### config.mk
export PLATFORM = sky130hd
export DESIGN_NAME = xlat_miss_dispatch
export DESIGN_NICKNAME = d
export VERILOG_FILES = /design/src/rtl/xlat_dispatch_pkg.sv /design/src/rtl/xlat_dispatch_route.sv /design/src/rtl/xlat_dispatch_fanout.sv /design/src/rtl/xlat_miss_dispatch.sv
export SDC_FILE = /design/constraint.sdc
export NUM_CORES = 1
export LEC_CHECK = 0
export CAP_MARGIN = 25
export CORE_AREA = 2 2 39 41
export DETAILED_ROUTE_END_ITERATION = 10
export DIE_AREA = 0 0 41 43
export PLACE_DENSITY_LB_ADDON = 0.3
export SLEW_MARGIN = 20
export SYNTH_ARGS = -nofsm -noshare
export SYNTH_HDL_FRONTEND = slang
export SYNTH_SLANG_ARGS = --single-unit
export TNS_END_PERCENT = 1
### constraint.sdc
create_clock -name vclk -period 3.1
set_input_delay 0.62 -clock vclk [all_inputs]
set_output_delay 0.62 -clock vclk [all_outputs]
set_load 0.05 [all_outputs]
### src/rtl/xlat_dispatch_pkg.sv
package xlat_dispatch_pkg;
  localparam int unsigned NUM_DEST = 6;

  localparam int unsigned D_TLB   = 0;
  localparam int unsigned D_LLW   = 1;
  localparam int unsigned D_FULLW = 2;
  localparam int unsigned D_GWALK = 3;
  localparam int unsigned D_GRESP = 4;
  localparam int unsigned D_MQ    = 5;

  typedef enum logic [1:0] {
    K_NORMAL   = 2'd0,
    K_PREFETCH = 2'd1,
    K_GWALK    = 2'd2
  } req_kind_e;

  typedef enum logic [1:0] {
    ST_HOST  = 2'd0,
    ST_S1    = 2'd1,
    ST_S2    = 2'd2,
    ST_TWO   = 2'd3
  } stage_e;
endpackage

### src/rtl/xlat_dispatch_route.sv
module xlat_dispatch_route
  import xlat_dispatch_pkg::*;
(
  input  logic                req_valid,
  input  logic [1:0]          kind,
  input  logic [1:0]          stage,
  input  logic                from_mq,
  input  logic                bypass,
  input  logic                leaf_hit,
  input  logic                l2_hit,
  input  logic                ecc_err,
  input  logic                llptw_ready,
  input  logic                ptw_ready,
  output logic [NUM_DEST-1:0] sel,
  output logic                drop
);
  logic hits_ok, eff_leaf, eff_l2;
  logic is_gw, is_pf;
  logic deep_miss, s1_leaf, walker_case, l2_case;
  logic to_llw, to_fullw, to_mq_want;

  always_comb begin
    // bypass or ECC failure turns the lookup into a miss
    hits_ok   = !ecc_err && !bypass;
    eff_leaf  = leaf_hit && hits_ok;
    eff_l2    = l2_hit && hits_ok;
    is_gw     = (kind == K_GWALK);
    is_pf     = (kind == K_PREFETCH);
    // second-stage-only ignores the second-level hit
    deep_miss = !eff_leaf && ((stage == ST_S2) || !eff_l2);
    s1_leaf   = eff_leaf && (stage == ST_TWO);
    walker_case = deep_miss || s1_leaf;
    l2_case   = !eff_leaf && eff_l2 && (stage != ST_S2);

    to_llw     = l2_case && !bypass && llptw_ready;
    to_fullw   = walker_case && !bypass && from_mq && ptw_ready;
    to_mq_want = bypass
              || (walker_case && (!from_mq || !ptw_ready))
              || (l2_case && !llptw_ready);

    sel  = '0;
    drop = 1'b0;
    if (req_valid) begin
      if (is_gw) begin
        sel[D_GRESP] = eff_leaf;
        sel[D_GWALK] = !eff_leaf;
      end else begin
        sel[D_TLB]   = eff_leaf && !s1_leaf;
        sel[D_LLW]   = to_llw;
        sel[D_FULLW] = to_fullw;
        sel[D_MQ]    = to_mq_want && !is_pf;
        drop         = to_mq_want && is_pf;
      end
    end
  end

  always_comb begin
    if (req_valid) begin

      route_onehot_chk: assert ($countones({sel, drop}) == 1)
        else $error("route selects %0d targets", $countones({sel, drop}));

      bypass_no_walker_chk: assert (!(bypass && !is_gw) || (sel[D_LLW] == 1'b0 && sel[D_FULLW] == 1'b0))
        else $error("bypassed request sent to a walker");

      drop_prefetch_only_chk: assert (!drop || is_pf)
        else $error("non-prefetch request dropped");
    end else begin

      idle_no_route_chk: assert (sel == '0 && !drop)
        else $error("route active without request");
    end
  end
endmodule

### src/rtl/xlat_dispatch_fanout.sv
module xlat_dispatch_fanout
  import xlat_dispatch_pkg::*;
(
  input  logic                req_valid,
  input  logic [NUM_DEST-1:0] sel,
  input  logic                drop,
  input  logic [NUM_DEST-1:0] dst_ready,
  output logic [NUM_DEST-1:0] dst_valid,
  output logic                req_ready
);
  logic [NUM_DEST-1:0] took;

  for (genvar g = 0; g < NUM_DEST; g++) begin : g_port
    assign dst_valid[g] = req_valid && sel[g];
    assign took[g]      = sel[g] && dst_ready[g];
  end

  // the chosen sink's ready decides acceptance
  assign req_ready = (|took) || drop;

  always_comb begin

    gwalk_stall_chk: assert (!(dst_valid[D_GWALK] && !dst_ready[D_GWALK]) || !req_ready)
      else $error("accepted while guest walker busy");

    fanout_onehot_chk: assert ($onehot0(dst_valid))
      else $error("several destinations valid");
  end
endmodule

### src/rtl/xlat_miss_dispatch.sv
module xlat_miss_dispatch
  import xlat_dispatch_pkg::*;
#(
  parameter int unsigned ID_W = 4
) (
  input  logic                in_valid,
  output logic                in_ready,
  input  logic [ID_W-1:0]     in_id,
  input  logic [1:0]          in_kind,
  input  logic [1:0]          in_stage,
  input  logic                in_from_mq,
  input  logic                in_bypass,
  input  logic                in_leaf_hit,
  input  logic                in_l2_hit,
  input  logic                in_ecc_err,
  input  logic                llptw_ready,
  input  logic                ptw_ready,
  output logic [NUM_DEST-1:0] dst_valid,
  input  logic [NUM_DEST-1:0] dst_ready,
  output logic [ID_W-1:0]     dst_id,
  output logic                gw_nofill,
  output logic                drop_pulse
);
  logic [NUM_DEST-1:0] sel;
  logic                drop;

  xlat_dispatch_route u_route (
    .req_valid   (in_valid),
    .kind        (in_kind),
    .stage       (in_stage),
    .from_mq     (in_from_mq),
    .bypass      (in_bypass),
    .leaf_hit    (in_leaf_hit),
    .l2_hit      (in_l2_hit),
    .ecc_err     (in_ecc_err),
    .llptw_ready (llptw_ready),
    .ptw_ready   (ptw_ready),
    .sel         (sel),
    .drop        (drop)
  );

  xlat_dispatch_fanout u_fanout (
    .req_valid (in_valid),
    .sel       (sel),
    .drop      (drop),
    .dst_ready (dst_ready),
    .dst_valid (dst_valid),
    .req_ready (in_ready)
  );

  assign dst_id     = in_id;
  // a bypassed guest walk must not refill
  assign gw_nofill  = dst_valid[D_GWALK] && in_bypass;
  assign drop_pulse = drop;

  always_comb begin

    if (in_valid && in_bypass && in_kind == K_NORMAL) begin
      bypass_to_mq_chk: assert (dst_valid[D_MQ])
        else $error("bypassed request not queued");
    end
  end
endmodule

# Yosys cells after proc, flatten, opt, wreduce, memory -nomap -nowiden
# Cells that the tools add are included.
classes:
  eq_ne: 5
  reduce_logical: 46
  muxes: 6
ops:
  columns: ["op", "n"]
  rows:
  - ["$logic_and 1x1->1", 30]
  - ["$logic_not 1->1", 9]
  - ["$eq 2x2->1 const B", 3]
  - ["$logic_or 1x1->1", 6]
  - ["$mux 6", 1]
  - ["$reduce_or 6->1", 1]
  - ["$mux 1", 3]
  - ["$mux 3", 1]
  - ["$eq 2x1->1 const B", 1]
  - ["$mux 2", 1]
  - ["$ne 2x2->1 const B", 1]
word_totals:
  word_cells: 57
  ff_bits: 0
  inputBits: 22

# Logic depth before layout (Yosys ltp)
logic_depth:
  ltp_word: 16
  ltp_mapped: 5
  mapped_depth_nobuf: 5

# Cells and area by module
# From an unflattened synthesis, not the netlist that was laid out.
hier_totals:
  cells_unflattened: 41
  hier_area_um2: 242.7
by_module_without_submodules:
  columns: ["module", "cells_per_inst", "seq_area_each_um2", "instances", "area_each_um2"]
  rows:
  - ["xlat_dispatch_route", 26, 0.0, 1, 141.4]
  - ["xlat_dispatch_fanout", 10, 0.0, 1, 65.1]
  - ["xlat_miss_dispatch", 5, 0.0, 1, 36.3]

# Worst setup path before layout
# OpenSTA, ideal clock, no wires.
synth_timing:
  path_kind: "input to output"
  startpoint: "in in_bypass"
  endpoint: "out in_ready"
  path_stages: 5
  path_buffers: 0
  required_time_ps: 2480
  path_slack_ps: 88
  arrival_time_ps: 2392
  path_cell_list: "or3b_4 -> nor4b_4 -> a221oi_2 -> nand3_1 -> a31o_1"
synth_between:
  elab_chain_cells: 16
synth_rtl:
  columns: ["element", "line_no", "text"]
  rows:
  - ["start, declared", "xlat_miss_dispatch.sv:12", "input logic in_bypass,"]
  - ["$logic_not 1->1", "xlat_dispatch_route.sv:24, xlat_dispatch_route.sv:35, xlat_dispatch_route.sv:36", null]
  - ["$logic_and 1x1->1", "xlat_dispatch_route.sv:24", "hits_ok = !ecc_err && !bypass;"]
  - ["$logic_and 1x1->1", "xlat_dispatch_route.sv:26", "eff_l2 = l2_hit && hits_ok;"]
  - ["$logic_not 1->1", "xlat_dispatch_route.sv:30", "deep_miss = !eff_leaf && ((stage == ST_S2) || !eff_l2);"]
  - ["$logic_or 1x1->1", "xlat_dispatch_route.sv:30", null]
  - ["$logic_and 1x1->1", "xlat_dispatch_route.sv:30", null]
  - ["$logic_or 1x1->1", "xlat_dispatch_route.sv:32", "walker_case = deep_miss || s1_leaf;"]
  - ["$logic_and 1x1->1", "xlat_dispatch_route.sv:38", "|| (walker_case && (!from_mq || !ptw_ready))"]
  - ["$logic_or 1x1->1", "xlat_dispatch_route.sv:38", null]
  - ["$logic_or 1x1->1", "xlat_dispatch_route.sv:39", "|| (l2_case && !llptw_ready);"]
  - ["$logic_and 1x1->1", "xlat_dispatch_route.sv:51", "sel[D_MQ] = to_mq_want && !is_pf;"]
  - ["$mux 1", "xlat_dispatch_route.sv:44", "if (is_gw) begin"]
  - ["$mux 6", "xlat_dispatch_route.sv:43", "if (req_valid) begin"]
  - ["$logic_and 1x1->1", "xlat_dispatch_fanout.sv:15", "assign took[g] = sel[g] && dst_ready[g];"]
  - ["$reduce_or 6->1", "xlat_dispatch_fanout.sv:19", "assign req_ready = (|took) || drop;"]
  - ["$logic_or 1x1->1 (*)", "xlat_dispatch_fanout.sv:19", null]
  - ["end, declared", "xlat_miss_dispatch.sv:7", "output logic in_ready,"]
# Mark *: on every way between the ends. The rest lies on a longest branch, timed or not.

# Worst setup path after layout
layout_timing:
  startpoint: "in in_leaf_hit"
  endpoint: "out in_ready"
layout_between:
  elab_chain_cells: 13
layout_rtl:
  columns: ["element", "line_no", "text"]
  rows:
  - ["start, declared", "xlat_miss_dispatch.sv:13", "input logic in_leaf_hit,"]
  - ["$logic_and 1x1->1 (*)", "xlat_dispatch_route.sv:25", "eff_leaf = leaf_hit && hits_ok;"]
  - ["$logic_not 1->1", "xlat_dispatch_route.sv:30, xlat_dispatch_route.sv:33, xlat_dispatch_route.sv:46", null]
  - ["$logic_and 1x1->1", "xlat_dispatch_route.sv:30", null]
  - ["$logic_or 1x1->1", "xlat_dispatch_route.sv:32", null]
  - ["$logic_and 1x1->1", "xlat_dispatch_route.sv:38", null]
  - ["$logic_or 1x1->1", "xlat_dispatch_route.sv:38", null]
  - ["$logic_or 1x1->1", "xlat_dispatch_route.sv:39", null]
  - ["$logic_and 1x1->1", "xlat_dispatch_route.sv:51", null]
  - ["$mux 1", "xlat_dispatch_route.sv:44", null]
  - ["$mux 6", "xlat_dispatch_route.sv:43", null]
  - ["$logic_and 1x1->1", "xlat_dispatch_fanout.sv:15", null]
  - ["$reduce_or 6->1", "xlat_dispatch_fanout.sv:19", null]
  - ["$logic_or 1x1->1 (*)", "xlat_dispatch_fanout.sv:19", null]
# Marks and branches as above.

==> run metrics <==
status=finished, final reports clean; top cell type's share of synthesized area=0.141; number of sequential storage elements=0; worst hold path type=input pin to primary output; data required time at the worst endpoint=~2500 ps; number of pins with negative max-slew slack in the final report=0; Max-Cap Viols=0; Max stage delay on crit path=roughly 490 ps; Die Footprint=about 0.0018 mm^2; synthesized instance count=39; maximum VDD drop=a little under 0.09 mV; final std cells w/o fill=between 80 and 90; Core ar.=about 0.0014 mm^2; count of hold buffers inserted by post-cts repair=0; critical path capture point type=primary output; Synthesized Nets=a little over 60; maximum clock frequency=between 300 and 400 MHz; Worst setup SP type=input pin; final estimated routing congestion in global placement=0.708; distinct cell type count of the synthesized netlist=20; Setup WS pre-CTS=slightly above 60 ps; die height=43 um; count of nets left with antenna violations after detail routing=0; arrival time at the worst endpoint=roughly 2400 ps; kind of critical path=input pin to primary output; final routed wire length divided by cell count=approximately 10 um; PnR Total Power=just over 80 uW; clock tree buffer count of the final layout=0; sum of negative setup slack=0 ps; area growth from synthesis to final layout=134%; die width=41 um; post-detailed-route DRC marker count=0; leakage power total=approximately 0.28 nW; Period Utilization, post-route=0.959; warnings from Yosys=0; power density over cell area=~130 mW/mm^2; worst slew margin relative to its limit=0.731; overflow left after global routing=0; maximum number of pins on one net before global-route repair=8; final hold vios=0; cells along the critical path=clkdlybuf4s50_1 -> or3b_4 -> and4_4 -> a221oi_2 -> nand3_1 -> a31o_1 -> buf_12; overall routed net length=around 860 um; nets=90; n_diodes=0; hold slack=1240 ps; slew of the pin with the lowest slew margin=400 ps; total via count in the routed design=between 300 and 400; TritonRoute pass-1 iters=4; unrepaired setup endpoints after global routing=false; biggest area consumer among synthesized cells=sky130_fd_sc_hd__and3_1; number of buffers inserted by port buffering=27; Avg Cell Area, Syn=6.83 um^2; total routing resource utilization after global routing=0.110; total of fill cells in the finished design=~150; global-route wire length before repair=1440 um; sequential share of the synthesized area=0; DP Cell Count=82; ports placed on the boundary=35; synthesized cell area=between 200 and 300 um^2; share of layout cells above drive strength 1=0.273; initial core utilization=0.193; Setup Viol. Count Final=0; count of routing violations after the opening detailed-route iteration=3; worst-path maximum fanout=3; number of placement rows=14; final HPWL from detailed placement=758 um; number of global-route vias before repair=343; biggest area contributors in the synthesized netlist=sky130_fd_sc_hd__and3_1, sky130_fd_sc_hd__buf_4, sky130_fd_sc_hd__nor4b_4; library cell contributing the largest single delay on the critical path=sky130_fd_sc_hd__clkdlybuf4s50_1; Min Clock Period, post-route=between 2000 and 3000 ps; min setup slack post-route=between 100 and 150 ps; register area=0 um^2; via-per-instance ratio=approximately 4.7; initial antenna violation count=0
cells in the mapped netlist, drive strengths merged:
master and number:
a21oi 1, a221oi 1, a311o 1, a31o 1, and3 7, and4 1
buf 4, inv 2, maj3 1, nand2 4, nand2b 1, nand3 2
nand4 2, nor2 4, nor2b 2, nor3 2, nor3b 1, nor4b 1
or3b 1
layer usage:
metal / share of wire / wire (um) / GRT usage / vias up
met3: 0.13 / 110 / 0.0366 / 0
li1: - / - / - / 199
met4: 0 / 0 / 0 / 0
met2: 0.45 / 385 / 0.172 / 21
met1: 0.42 / 360 / 0.152 / 169
met5: 0 / 0 / 0 / -
per-stage QoR:
step	utilization	area [um^2]
2_1_floorplan	-	267
3_3_place_gp	0.449	622
3_5_place_dp	0.449	622
4_1_cts	0.449	622
5_1_grt	0.451	624
6_report	0.451	624
worst paths after layout:
check | slack [ps] | from | end | cells after the start
max | 130 | in_leaf_hit | in_ready | 7
min | 1240 | in_id[0] | dst_id[0] | 0
cell type report:
class | instances | area, um^2 | area share
inverter | 2 | 7.51 | 0.0120
multi-input combinational | 33 | 229 | 0.367
tap | 16 | 20.0 | 0.0321
timing repair buffer | 31 | 368 | 0.589
cell families after synthesis:
kind of cell,count (synthesis),synth area share
AND/OR/NAND/NOR,28,0.676
buffers and inverters,6,0.141
AO/OA/AOI/OAI,4,0.146
adder cells (fa/ha/maj),1,0.0376
layout by cell type, fill, tap and decap left out, drive strengths merged, types with 2 or more instances in the layout:
cell type / n
nor2b: 2
buf: 13
nand2: 4
and3: 7
inv: 2
nand4: 2
nor3: 2
nand3: 2
clkdlybuf4s50: 17
nor2: 4
worst max-delay path: cells and delay by family:
kind | cells | cell delay, ps
buf+inv | 2 | 640
simple gates | 3 | 700
compound gates | 2 | 380
report_power, final:
group	switching [mW]	internal (mW)
Clock	0	0
Sequential	0	0
Combinational	0.0364	0.0448
timing repair:
action	CTS	global route
buffers inserted	0	0
setup endpoints to repair	0	2
hold endpoints to repair	0	0
gates resized for setup	0	1
(Power assumes the default switching activity.)
